==> config.mk <==
export PLATFORM = sky130hd
export DESIGN_NAME = jreq_handler
export DESIGN_NICKNAME = d
export VERILOG_FILES = /design/src/rtl/jreq_pkg.sv /design/src/rtl/jreq_aligner.sv /design/src/rtl/jreq_slot.sv /design/src/rtl/jreq_handler.sv
export SDC_FILE = /design/constraint.sdc
export NUM_CORES = 1
export LEC_CHECK = 0
export ABC_AREA = 1
export BUFFER_PORTS_ARGS = -buffer_cell sky130_fd_sc_hd__clkbuf_2
export CORE_MARGIN = 2
export CORE_UTILIZATION = 55
export DETAILED_ROUTE_END_ITERATION = 8
export GPL_TIMING_DRIVEN = 0
export HOLD_SLACK_MARGIN = 0.03
export PLACE_DENSITY_LB_ADDON = 0.1
export SYNTH_ARGS = -nofsm -noshare
export SYNTH_HDL_FRONTEND = slang
export SYNTH_HIERARCHICAL = 1
export SYNTH_SLANG_ARGS = --single-unit
==> constraint.sdc <==
create_clock -name clk -period 24.8 [get_ports clk]
set_input_delay 1.24 -clock clk [delete_from_list [all_inputs] [get_ports clk]]
set_output_delay 1.24 -clock clk [all_outputs]
set_load 0.01 [all_outputs]
==> src/rtl/jreq_pkg.sv <==
package jreq_pkg;

  typedef enum logic [1:0] {SYNC_NONE, SYNC_ONE, SYNC_LOCK} sync_e;

  // column inside a row
  function automatic int unsigned col_of(input int unsigned pos, input int unsigned cols);
    return pos % cols;
  endfunction

  // row inside a frame
  function automatic int unsigned row_of(input int unsigned pos, input int unsigned cols,
                                         input int unsigned rows);
    return (pos / cols) % rows;
  endfunction

  // frame inside the multiframe
  function automatic int unsigned frame_of(input int unsigned pos, input int unsigned cols,
                                           input int unsigned rows);
    return pos / (cols * rows);
  endfunction

endpackage

==> src/rtl/jreq_aligner.sv <==
module jreq_aligner
  import jreq_pkg::*;
#(
  parameter int unsigned MF_LEN = 9720,
  localparam int unsigned POS_W = $clog2(MF_LEN)
) (
  input  logic             clk,
  input  logic             rst_n,
  input  logic             fp,
  output logic [POS_W-1:0] cur_pos,
  output logic             aligned,
  output logic             mf_start,
  output logic             slip
);
  sync_e            st_q;
  logic [POS_W-1:0] pos_q;
  logic             expected, lock_now;

  assign expected = (pos_q == POS_W'(MF_LEN - 1));
  assign cur_pos  = (fp || expected) ? '0 : pos_q + 1'b1;
  assign lock_now = fp && expected && (st_q != SYNC_NONE);
  assign slip     = fp && !expected && (st_q != SYNC_NONE);
  assign aligned  = ((st_q == SYNC_LOCK) && !slip) || lock_now;
  assign mf_start = aligned && (cur_pos == '0);

  always_ff @(posedge clk or negedge rst_n) begin
    if (!rst_n) begin
      st_q  <= SYNC_NONE;
      pos_q <= POS_W'(MF_LEN - 1);
    end else begin
      pos_q <= cur_pos;
      if (lock_now)                          st_q <= SYNC_LOCK;
      else if (slip)                         st_q <= SYNC_ONE;
      else if (fp && st_q == SYNC_NONE)      st_q <= SYNC_ONE;
    end
  end

  // lock is only entered on a frame pulse
  a_r8_lock_on_pulse: assert property (@(posedge clk) disable iff (!rst_n)
    (st_q == SYNC_LOCK && $past(st_q) != SYNC_LOCK) |-> $past(fp));

  // a misplaced pulse leaves the block unlocked
  a_r9_slip_unlocks: assert property (@(posedge clk) disable iff (!rst_n)
    slip |=> (st_q != SYNC_LOCK));

endmodule

==> src/rtl/jreq_slot.sv <==
module jreq_slot (
  input  logic clk,
  input  logic rst_n,
  input  logic capture,
  input  logic req,
  input  logic at_h3,
  input  logic at_pwin,
  input  logic mf_start,
  input  logic flush,
  output logic use_neg,
  output logic use_pos,
  output logic conflict
);
  logic cap_neg, cap_pos;

  assign conflict = capture && req && at_pwin && cap_neg;

  always_ff @(posedge clk or negedge rst_n) begin
    if (!rst_n) begin
      cap_neg <= 1'b0; cap_pos <= 1'b0;
      use_neg <= 1'b0; use_pos <= 1'b0;
    end else if (flush) begin
      cap_neg <= 1'b0; cap_pos <= 1'b0;
      use_neg <= 1'b0; use_pos <= 1'b0;
    end else if (mf_start) begin
      use_neg <= cap_neg; use_pos <= cap_pos;
      cap_neg <= 1'b0;    cap_pos <= 1'b0;
    end else if (capture && req) begin
      if (at_h3)                  cap_neg <= 1'b1;
      else if (at_pwin && !cap_neg) cap_pos <= 1'b1;
    end
  end

  // never both directions queued for one multiframe
  a_r7_single_direction: assert property (@(posedge clk) disable iff (!rst_n)
    !(use_neg && use_pos) && !(cap_neg && cap_pos));

  // a slip discards everything pending
  a_r9_flush_clears: assert property (@(posedge clk) disable iff (!rst_n)
    flush |=> !(cap_neg || cap_pos || use_neg || use_pos));

endmodule

==> src/rtl/jreq_handler.sv <==
module jreq_handler
  import jreq_pkg::*;
#(
  parameter int unsigned NUM_TRIB = 3,
  parameter int unsigned ROWS     = 9,
  parameter int unsigned COLS     = 270,
  parameter int unsigned FRAMES   = 4,
  parameter int unsigned H3_ROW   = 3,
  parameter int unsigned H3_COL   = 6,
  parameter int unsigned DATA_W   = 8,
  localparam int unsigned TRIB_W  = (NUM_TRIB > 1) ? $clog2(NUM_TRIB) : 1,
  localparam int unsigned OH_COLS = H3_COL + NUM_TRIB,
  localparam int unsigned MF_LEN  = FRAMES * ROWS * COLS,
  localparam int unsigned POS_W   = $clog2(MF_LEN)
) (
  input  logic              clk,
  input  logic              rst_n,
  input  logic              frame_pulse,
  input  logic [DATA_W-1:0] add_data,
  input  logic              just_req,
  output logic [DATA_W-1:0] out_data,
  output logic              out_valid,
  output logic [TRIB_W-1:0] out_trib,
  output logic [NUM_TRIB-1:0] neg_evt,
  output logic [NUM_TRIB-1:0] pos_evt,
  output logic              req_conflict
);
  logic [POS_W-1:0]    cur_pos;
  logic                aligned, mf_start, slip;
  int unsigned         p_i, col_i, row_i, frm_i;
  logic                in_jrow, at_h3, at_pwin, payload;
  logic [TRIB_W-1:0]   cur_trib;
  logic [NUM_TRIB-1:0] use_neg, use_pos, slot_conf, neg_hit, stuff_hit;
  logic                valid_c;

  jreq_aligner #(.MF_LEN(MF_LEN)) u_align (
    .clk(clk), .rst_n(rst_n), .fp(frame_pulse),
    .cur_pos(cur_pos), .aligned(aligned), .mf_start(mf_start), .slip(slip)
  );

  // octet position decode
  assign p_i      = 32'(cur_pos);
  assign col_i    = col_of(p_i, COLS);
  assign row_i    = row_of(p_i, COLS, ROWS);
  assign frm_i    = frame_of(p_i, COLS, ROWS);
  assign cur_trib = TRIB_W'(col_i % NUM_TRIB);
  assign in_jrow  = (frm_i == 0) && (row_i == H3_ROW);
  assign at_h3    = in_jrow && (col_i >= H3_COL) && (col_i < OH_COLS);
  assign at_pwin  = in_jrow && (col_i >= OH_COLS) && (col_i < OH_COLS + NUM_TRIB);
  assign payload  = (col_i >= OH_COLS);

  for (genvar t = 0; t < NUM_TRIB; t++) begin : g_slot
    logic mine;
    assign mine = (cur_trib == TRIB_W'(t));
    jreq_slot u_slot (
      .clk(clk), .rst_n(rst_n), .capture(aligned), .req(just_req),
      .at_h3(at_h3 && mine), .at_pwin(at_pwin && mine),
      .mf_start(mf_start), .flush(slip),
      .use_neg(use_neg[t]), .use_pos(use_pos[t]), .conflict(slot_conf[t])
    );
    assign neg_hit[t]   = aligned && at_h3 && mine && use_neg[t];
    assign stuff_hit[t] = aligned && at_pwin && mine && use_pos[t];
  end

  assign valid_c = aligned && ((payload && !(|stuff_hit)) || (|neg_hit));

  always_ff @(posedge clk or negedge rst_n) begin
    if (!rst_n) begin
      out_data     <= '0;
      out_valid    <= 1'b0;
      out_trib     <= '0;
      neg_evt      <= '0;
      pos_evt      <= '0;
      req_conflict <= 1'b0;
    end else begin
      out_data     <= add_data;
      out_valid    <= valid_c;
      out_trib     <= cur_trib;
      neg_evt      <= neg_hit;
      pos_evt      <= stuff_hit;
      req_conflict <= |slot_conf;
    end
  end

  // a negative event carries data
  a_r3_neg_carries_data: assert property (@(posedge clk) disable iff (!rst_n)
    (|neg_evt) |-> out_valid);

  // a positive event is a stuff octet
  a_r4_pos_is_stuff: assert property (@(posedge clk) disable iff (!rst_n)
    (|pos_evt) |-> !out_valid);

  // at most one justification event per octet
  a_r6_single_event: assert property (@(posedge clk) disable iff (!rst_n)
    $onehot0({neg_evt, pos_evt}));

  // a conflict is only reported after a request
  a_r7_conflict_needs_req: assert property (@(posedge clk) disable iff (!rst_n)
    req_conflict |-> $past(just_req));

endmodule

==> metrics, run 1 <==
1st-pass router iterations=5; Mean Syn Cell Area=5.93 µm²; Setup Viol. Count Final=0; num rows=38; sw frac=23.2%; GPL Wtd Cong=0.875; CTS Sinks=46; GR Util All Layers=23.6%; layout cell share with drive strength beyond 1=14.8%; largest net degree at the start of global routing=47; Sequential Power Share=44.2%; Pleak=3.93 nW; die area=12,200 µm²; ant diodes=0; cell count after placement=1,219; #FFs+latches synth=46; Post-synth EDFFs=0; maximum fanout along the worst path=10; CTS tree=done; Avg WL per Cell=11.1 µm; setup_tns=0 ps; combinational power share=10.6%; Worst-Skew Late Latency=290 ps; Critical-path top delay cell=a21oi_1; Crit. End Element=register; Routed WL=13,600 µm; Synth Instances=1,050; Clk pwr share=45.2%; # port buffers=29; Slew headroom=28.7%; crit share post-route=47.4%; core box area=10,900 µm²; H-tree depth=2; pwr dens=26.1 nW/µm²; Fmax achieved=85.1 MHz; fin cells=1,227; CP peak stage delay=620 ps; Max VDD drop=48.6 µV; Startpoint Class=input pin; prevailing post-synth register cell=dfrtp_1; fill cell count=1,099; Synth Area in Simple Gates=49.4%; Hold Vio Cnt, Final=0; clk buf depth=2; adder-cell share of the synthesized area=2.61%; Via density=5.21; overflow left after global routing=0; WP data required=24,960 ps; Distinct cells, synth=48; initial core utilization=57.0%; Critical Path AT=11,910 ps; postcts setup bufs=0; hpwl dp=11,200 µm; Die Span Y=110 µm; vias in the first global route=6,011; Top delay family on crit path=simple AND/OR/NAND/NOR gates; Final Skew=2.81 ps; Synth-to-Final Area Change=8.25%; Pint=0.135 mW; Clock Pin Slew Worst Setup and Hold Paths=60 ps; via count=6,391; CTS root buf=clkbuf_16; Post-DRT Antenna Nets=0; Remaining DRCs=0; class of the tightest hold or removal check=reg -> reg; post-synthesis sequential area ratio=18.7%; RSZ-0062 raised after global routing=false; ys async rst share=100%; Final Max Slew Viols=0; io pins=30; Post-Syn Area=6230 µm²; post-synthesis compound-gate area fraction=12.4%; multiplexer share of the synthesized area=0%; Initial DRC Count=394; antenna violations before repair=0; Num CTS Buffers=5; min Tclk post-route=11,750 ps; WS Path Type=in -> reg; Most common cell on crit path=nand2_1; hold_buf cts=0; status=finished, final reports clean; Post-Syn Nets=1,075; actual transition at the worst max-transition pin=1070 ps; crit path buf inv count=13; chip width=110 µm; Sw Pwr=0.0410 mW; Synth Warn #=6; first-pass GRT wire length=25,600 µm; Final nets=1,111; largest family of logic cells by synthesized area=simple AND/OR/NAND/NOR gates; Max Cap Viol=0; xor and xnor area share after synthesis=4.22%; cts repair resizes=0
==> cell usage after synthesis, drive strengths merged, types with 2 or more instances <==
| master | n | share of area (%) |
|---|---|---|
| o21bai | 7 | 0.84 |
| nand3 | 117 | 11 |
| nor3 | 14 | 1.3 |
| ha | 13 | 2.6 |
| nand4 | 42 | 4.7 |
| nor2 | 128 | 9.5 |
| clkbuf | 3 | 0.18 |
| or2 | 6 | 0.72 |
| o211ai | 6 | 0.72 |
| a211oi | 6 | 0.72 |
| a22oi | 2 | 0.24 |
| nand3b | 3 | 0.36 |
| o21ai | 53 | 4.8 |
| clkinv | 3 | 0.18 |
| xnor2 | 6 | 0.84 |
| nand2 | 325 | 21 |
| inv | 189 | 11 |
| o31ai | 3 | 0.36 |
| o21a | 3 | 0.36 |
| a31oi | 5 | 0.50 |
| dfrtp | 36 | 14 |
| xor2 | 24 | 3.4 |
| a21oi | 33 | 3.3 |
| buf | 7 | 0.96 |
| dfstp | 10 | 4.2 |
==> state kept, by name, indices dropped and copies added, names as in the netlist <==
name and count:
out_trib 2, g_slot.u_slot/cap_pos 3, req_conflict 1, g_slot.u_slot/use_neg 3, g_slot.u_slot/use_pos 3, pos_evt 3
g_slot.u_slot/cap_neg 3, u_align/st_q 2, out_data 8, out_valid 1, neg_evt 3, u_align/pos_q 14
==> power by group through the flow <==
| stage | Sequential, mW | Clock (mW) | Combinational [mW] |
|---|---|---|---|
| after floorplan | 0.0799 | 0 | 0.0115 |
| after global placement | 0.0791 | 0 | 0.0184 |
| after detailed placement | 0.0793 | 0 | 0.0188 |
| after CTS | 0.0779 | 0.0806 | 0.0189 |
| after global routing | 0.0780 | 0.0843 | 0.0214 |
| final | 0.0779 | 0.0796 | 0.0188 |
==> stage by stage <==
stage | worst slack [ps] | hold slack (ps) | power (mW) | utilization (%) | instance area, µm²
floorplan | 14460 | 465 | 0.0914 | - | 6230
global placement | 12960 | 481 | 0.0975 | 59.9 | 6550
detailed placement | 12890 | 488 | 0.0980 | 59.9 | 6550
CTS | 13140 | 502 | 0.177 | 61.6 | 6740
global route | 11500 | 540 | 0.184 | 61.7 | 6750
finish | 13050 | 497 | 0.176 | 61.7 | 6750
==> final timing paths <==
kind / depth (start not counted) / slack [ps] / from / end
min: 2 / 500 / g_slot[2].u_slot/cap_pos / g_slot[2].u_slot/cap_pos
min in group asynchronous: 1 / 1140 / rst_n / u_align/pos_q[12]
max: 82 / 13050 / frame_pulse / req_conflict
max in group asynchronous: 1 / 23000 / rst_n / out_trib[1]
min reg2reg: 2 / 500 / g_slot[2].u_slot/cap_pos / g_slot[2].u_slot/cap_pos
max reg2reg: 86 / 13180 / u_align/pos_q[0] / req_conflict
==> cells in the final DEF (no fill, tap or decap), drive strengths merged <==
master / n
o211ai: 6
o31ai: 3
inv: 189
a22oi: 2
xnor2: 6
o22ai: 1
a21o: 1
dfstp: 10
o41ai: 1
o21ai: 53
o21bai: 7
or3: 1
nand4: 42
a21oi: 33
nor3: 14
clkinv: 3
nand3: 117
dfrtp: 36
nor2: 128
o21a: 3
ha: 13
nand2: 325
nor4: 1
buf: 7
nand3b: 3
a211oi: 6
a311o: 1
a31oi: 5
clkbuf: 40
or2: 6
xor2: 24
==> area by class of cell <==
class	count	area (µm²)	share of cell area, %
buffer	10	71.3	1.06
clock buffer	8	189	2.80
inverter	192	721	10.7
multi-input combinational	802	4280	63.5
sequential	46	1160	17.3
tap	140	175	2.60
timing repair buffer	29	145	2.15
==> worst reg2reg max path: cells and delay by family, from the launching register on <==
| family | cells | cell delay, ps |
|---|---|---|
| buffers and inverters | 13 | 1000 |
| adder cells (fa/ha/maj) | 5 | 950 |
| XOR/XNOR | 1 | 170 |
| flip-flops | 1 | 380 |
| AO/OA/AOI/OAI | 13 | 2620 |
| AND/OR/NAND/NOR | 54 | 6390 |
==> cells by family (layout without fill, tap and decap cells) <==
kind of cell / count (synthesis) / after routing
DFF: 46 / 46
adders and majority gates: 13 / 13
AOI/OAI and AO/OA: 122 / 122
and+or+nand+nor: 637 / 637
xor gates and xnor gates: 30 / 30
buffers and inverters: 202 / 239
==> layer usage <==
| layer | up-vias | GRT usage [%] | part of all wire [%] | wire [µm] |
|---|---|---|---|---|
| met5 | - | 0 | 0 | 0 |
| met4 | 0 | 4.58 | 0.97 | 133 |
| met3 | 9 | 1.59 | 2.3 | 313 |
| met2 | 76 | 41.3 | 46 | 6310 |
| met1 | 2860 | 32.1 | 50 | 6890 |
| li1 | 3446 | - | - | - |
(Power assumes the default switching activity.)
==> inputs of run 2 (changes only) <==
==> constraint.sdc (replaced) <==
create_clock -name clk -period 10.5 [get_ports clk]
set_input_delay 0.525 -clock clk [delete_from_list [all_inputs] [get_ports clk]]
set_output_delay 0.525 -clock clk [all_outputs]
set_load 0.01 [all_outputs]
==> metrics, run 2 (synthesis results as in run 1) <==
total power=0.447 mW; reg2reg start=u_align/pos_q[0]; Pleak=4.47 nW; num rows=38; Remaining DRCs=0; layout cell share with drive strength beyond 1=32.1%; hold_buf cts=0; worst slack, placed=-990 ps; WP data required=10,720 ps; Avg WL per Cell=12.9 µm; violated checks=setup timing; Clock Pin Slew Worst Setup and Hold Paths=60 ps; io pins=30; 1st-pass router iterations=5; largest net degree at the start of global routing=47; Final Skew=3.41 ps; clk buf depth=2; maximum fanout along the worst path=7; RSZ-0062 raised after global routing=true; core box area=10,900 µm²; Final Cell Area=8210 µm²; overflow left after global routing=0; Hold Vio Cnt, Final=0; Post-DRT Antenna Nets=0; Critical-path top delay cell=dfstp_2; antenna violations before repair=0; Critical Path AT=11,010 ps; min Tclk post-route=10,790 ps; WS Path Type=reg -> reg; CTS Sinks=46; Crit. End Element=register; GR Util All Layers=25.1%; fin cells=1,309; # port buffers=29; Synth-to-Final Area Change=31.7%; hpwl dp=11,200 µm; crit share post-route=103%; Final Max Slew Viols=0; Max Cap Viol=0; cell count after placement=1,219; Slew headroom=28.4%; status=complete, but fails checks; Num CTS Buffers=5; Die Span Y=110 µm; beginning of the worst hold path=add_data[2]; H-tree depth=2; initial core utilization=57.0%; leading cell type in the layout, fill and taps excluded=nand2_1; Startpoint Class=register; Routed WL=16,800 µm; die area=12,200 µm²; Most common cell on crit path=nand2_4; via count=7,109; chip width=110 µm; Worst-Skew Late Latency=290 ps; met3 wire len=632 µm; crit path buf inv count=14; ant diodes=0; Fmax achieved=92.7 MHz; Via density=5.43; CTS root buf=clkbuf_16; Initial DRC Count=518; GPL Wtd Cong=0.875; class of the tightest hold or removal check=in -> reg; WL met1=7570 µm; highest routed layer=met4; Worst Setup SP=u_align/pos_q[0]; first-pass GRT wire length=27,100 µm; Largest regs=u_align/pos_q x14, out_data x8; CTS tree=done; pwr dens=54.4 nW/µm²; Core Util, Final=75.0%; setup_tns=-1310 ps; Largest register FFs=14; Max VDD drop=116 µV; worst setup margin=-291 ps; met2 routed WL=8390 µm; vias in the first global route=6,300; Top delay family on crit path=simple AND/OR/NAND/NOR gates; worst hold slack=343 ps; Setup Viol. Count Final=8; placed inst area=6550 µm²; Largest Register=u_align/pos_q; FF-to-FF setup slack=-290 ps; most frequent cells in the layout=nand2_1, inv_1, nor2_1; Final nets=1,193; CP peak stage delay=570 ps; actual transition at the worst max-transition pin=1070 ps
[run 2: changes by cell type in the layout (fill, tap and decap cells not counted), sizes merged]
cell | before | now
buf | 7 | 89
[run 2: area by class of cell]
class	instances	area (µm²)
multi-input cells	802	5040
clock buffers	8	189
well taps	140	175
fillers	836	2730
inverters	192	741
repair buffers	111	810
flip-flops and latches	46	1160
plain buffers	10	88.8
[run 2: where the power goes]
group / internal (mW) / switching (mW) / leakage (nW)
registers: 0.182 / 0.00207 / 0.580
logic: 0.0286 / 0.0454 / 3.80
clock network: 0.124 / 0.0645 / 0.0935
[run 2: path summary, 6_finish.rpt]
check | to | cells after the start
worst max register to register | g_slot[0].u_slot/cap_pos | 85
worst min register to register | g_slot[2].u_slot/cap_pos | 2
min in group asynchronous | u_align/pos_q[11] | 1
worst min-delay path | out_data[2] | 1
worst max-delay path | g_slot[0].u_slot/cap_pos | 85
max in group asynchronous | out_trib[1] | 1
[run 2: repair_timing]
action / CTS / global route
setup buffers: 36 / 45
cloned: 0 / 1
endpoints found under the setup margin: 16 / 16
endpoints found under the hold margin: 0 / 0
pin swaps: 43 / 114
gates resized for setup: 68 / 143
[run 2: layer usage]
layer	up-vias	track usage (%)
met5	-	0
met4	0	5.00
met3	16	1.48
met2	164	44.1
met1	3308	34.1
li1	3621	-
==> inputs of run 3 (changes only) <==
--- a/config.mk
+++ b/config.mk
@@ -5,10 +5,11 @@
 export SDC_FILE = /design/constraint.sdc
 export NUM_CORES = 1
 export LEC_CHECK = 0
-export ABC_AREA = 1
 export BUFFER_PORTS_ARGS = -buffer_cell sky130_fd_sc_hd__clkbuf_2
+export CELL_PAD_IN_SITES_DETAIL_PLACEMENT = 1
+export CELL_PAD_IN_SITES_GLOBAL_PLACEMENT = 2
 export CORE_MARGIN = 2
-export CORE_UTILIZATION = 55
+export CORE_UTILIZATION = 34
 export DETAILED_ROUTE_END_ITERATION = 8
 export GPL_TIMING_DRIVEN = 0
 export HOLD_SLACK_MARGIN = 0.03
==> metrics, run 3 <==
status=complete, but fails checks; violated checks=setup timing; worst hold slack=331 ps; crit share post-route=107%; Worst Setup SP=u_align/pos_q[7]; Final Max Slew Viols=0; CTS root buf=clkbuf_16; leading cell type in the layout, fill and taps excluded=buf_4; Max VDD drop=56.8 µV; WS Path Type=reg -> reg; Avg WL per Cell=21.7 µm; FF-to-FF setup slack=-760 ps; post-synthesis sequential area ratio=16.5%; class of the tightest hold or removal check=in -> reg; Clk pwr share=38.0%; multiplexer share of the synthesized area=4.29%; CTS Sinks=46; Setup Viol. Count Final=16; pwr dens=41.0 nW/µm²; Largest regs=u_align/pos_q x14, out_data x8; sw frac=28.2%; Largest Register=u_align/pos_q; Post-synth EDFFs=0; Pint=0.310 mW; WP data required=10,680 ps; Critical Path AT=11,440 ps; Final nets=1,150; R2R Path End=out_valid; Post-DRT Antenna Nets=0; ys async rst share=100%; min Tclk post-route=11,260 ps; RSZ-0062 raised after global routing=true; CTS tree=done; H-tree depth=2; actual transition at the worst max-transition pin=1150 ps; count leader, synth=nor2_1; maximum fanout along the worst path=8; fill cell count=2,393; largest family of logic cells by synthesized area=compound AO/OA/AOI/OAI gates; CP peak stage delay=600 ps; reg2reg path depth=49; reg2reg start=u_align/pos_q[7]; Hold Vio Cnt, Final=0; Startpoint Class=register; Routed WL=30,300 µm; Initial DRC Count=433; xor and xnor area share after synthesis=7.20%; top-area cell type share of the netlist area=12.8%; Max Cap Viol=0; GR Util All Layers=25.7%; antenna violations before repair=0; core box area=20,300 µm²; most frequent cells in the layout=buf_4, nor2_1, nand2_1; Post-Syn Nets=975; CP Capture Point=out_valid; Worst-Skew Late Latency=300 ps; synth top area cells=dfrtp_1, nor2_1, xnor2_1; combinational power share=19.1%; vias in the first global route=8,541; Largest register FFs=14; initial core utilization=34.8%; Critical-path top delay cell=or4_4; Sequential Power Share=42.9%; Synth Warn #=6; Via density=6.13; 1st-pass router iterations=5; GPL Wtd Cong=0.869; Fmax achieved=88.8 MHz; io pins=30; Final Cell Area=10,500 µm²; layout cell share with drive strength beyond 1=42.5%; dominant cell type by area after synthesis=dfrtp_1; chip width=148 µm; adder-cell share of the synthesized area=2.45%; Synth Area in Simple Gates=31.9%; Mean Syn Cell Area=7.43 µm²; ant diodes=0; Final Skew=6.04 ps; Die Span Y=148 µm; overflow left after global routing=0; via count=8,553; first-pass GRT wire length=46,300 µm; post-synthesis compound-gate area fraction=33.1%; # port buffers=28; worst setup margin=-763 ps; prevailing post-synth register cell=dfrtp_1; Num CTS Buffers=5; Pleak=4.07 nW; die area=21,900 µm²; Post-Syn Area=7060 µm²; Most common cell on crit path=buf_4; Remaining DRCs=0; Clock Pin Slew Worst Setup and Hold Paths=70 ps; Crit. End Element=register; Synth-to-Final Area Change=49.5%; clk buf depth=2; num rows=52; Post-synth top cells=nor2_1, nand2_1, o21ai_0; Distinct cells, synth=116; Slew headroom=23.5%; Sw Pwr=0.122 mW; Synth Instances=950; #FFs+latches synth=46; largest net degree at the start of global routing=47; placed inst area=7700 µm²; hold_buf cts=0; hpwl dp=19,400 µm
==> run 3: cell types whose count changed after synthesis, moves of 19 or more <==
| cell | previous run | this run |
|---|---|---|
| a21oi_1 | 26 | 45 |
| clkbuf_1 | 3 | 23 |
| inv_1 | 171 | 26 |
| mux2i_1 | 0 | 19 |
| nand2_1 | 296 | 86 |
| nand2_2 | 23 | 0 |
| nand3_1 | 105 | 42 |
| nand4_1 | 39 | 13 |
| nor2_1 | 106 | 128 |
| nor3_1 | 13 | 38 |
| o21ai_0 | 24 | 50 |
| xnor2_1 | 6 | 40 |
==> run 3: metal layers <==
| layer | share of wire, % | global-route usage (%) |
|---|---|---|
| met1 | 43 | 33.7 |
| met2 | 50 | 45.7 |
| met5 | 0 | 0 |
| met3 | 3.4 | 1.20 |
| met4 | 3.0 | 8.00 |
==> run 3: critical path: cells and delay by family, from the launching register on <==
family	cells	cell delay [ps]
buf+inv	11	1620
compound gates	25	5610
fa+ha+maj	2	410
simple gates	10	2750
flops	1	520
xor+xnor	1	200
==> run 3: area by class of cell <==
| cell class | count | area [µm²] | share of cell area [%] |
|---|---|---|---|
| Multi-Input combinational cell | 832 | 7190 | 68.2 |
| Timing Repair Buffer | 177 | 1360 | 12.9 |
| Sequential cell | 46 | 1170 | 11.1 |
| Tap cell | 270 | 338 | 3.20 |
| Buffer | 34 | 231 | 2.19 |
| Clock buffer | 5 | 125 | 1.19 |
| Inverter | 29 | 116 | 1.10 |
| Clock inverter | 3 | 23.8 | 0.225 |
==> run 3: timing repair <==
action | CTS | global route
pin swaps | 86 | 74
gates cloned | 3 | 0
setup buffers | 102 | 45
endpoints found under the setup margin | 16 | 16
resized for setup | 204 | 93
==> run 3: power by group through the flow <==
stage	Clock (mW)	Sequential (mW)	Combinational (mW)
after floorplan	0	0.190	0.0350
after global placement	0	0.189	0.0554
after detailed placement	0	0.189	0.0560
after CTS	0.167	0.185	0.0742
after global routing	0.172	0.186	0.0899
final	0.164	0.185	0.0826
==> run 3: cell families (layout without fill, tap and decap cells) <==
group / Yosys count / count (layout)
AO/OA/AOI/OAI: 301 / 301
XOR/XNOR: 58 / 58
adder cells (fa/ha/maj): 14 / 14
buffers and inverters: 72 / 248
flip-flops: 46 / 46
multiplexers: 29 / 29
AND/OR/NAND/NOR: 430 / 430
==> run 3: through the flow <==
| step | setup TNS, ps | util, % | setup slack, ps | cells | total power [mW] |
|---|---|---|---|---|---|
| after global placement | -31470 | 38.0 | -2290 | 1248 | 0.244 |
| after global routing | -15120 | 52.0 | -1240 | 1396 | 0.448 |
| after CTS | -3520 | 48.1 | -506 | 1354 | 0.426 |
| final | -7680 | 52.0 | -763 | 1396 | 0.432 |
| after floorplan | -704 | - | -218 | 950 | 0.225 |
| after detailed placement | -32830 | 38.0 | -2400 | 1248 | 0.245 |
==> run 3: worst min path at each step <==
stage | start | end | slack (ps) | cells past startpoint
global placement | g_slot[0].u_slot/cap_pos | g_slot[0].u_slot/cap_pos | 480 | 1
global route | add_data[2] | out_data[2] | 330 | 1
finish | add_data[2] | out_data[2] | 330 | 1
detailed placement | g_slot[0].u_slot/cap_pos | g_slot[0].u_slot/cap_pos | 480 | 1
CTS | add_data[3] | out_data[3] | 330 | 1
floorplan | rst_n | g_slot[0].u_slot/cap_neg | 230 | 0
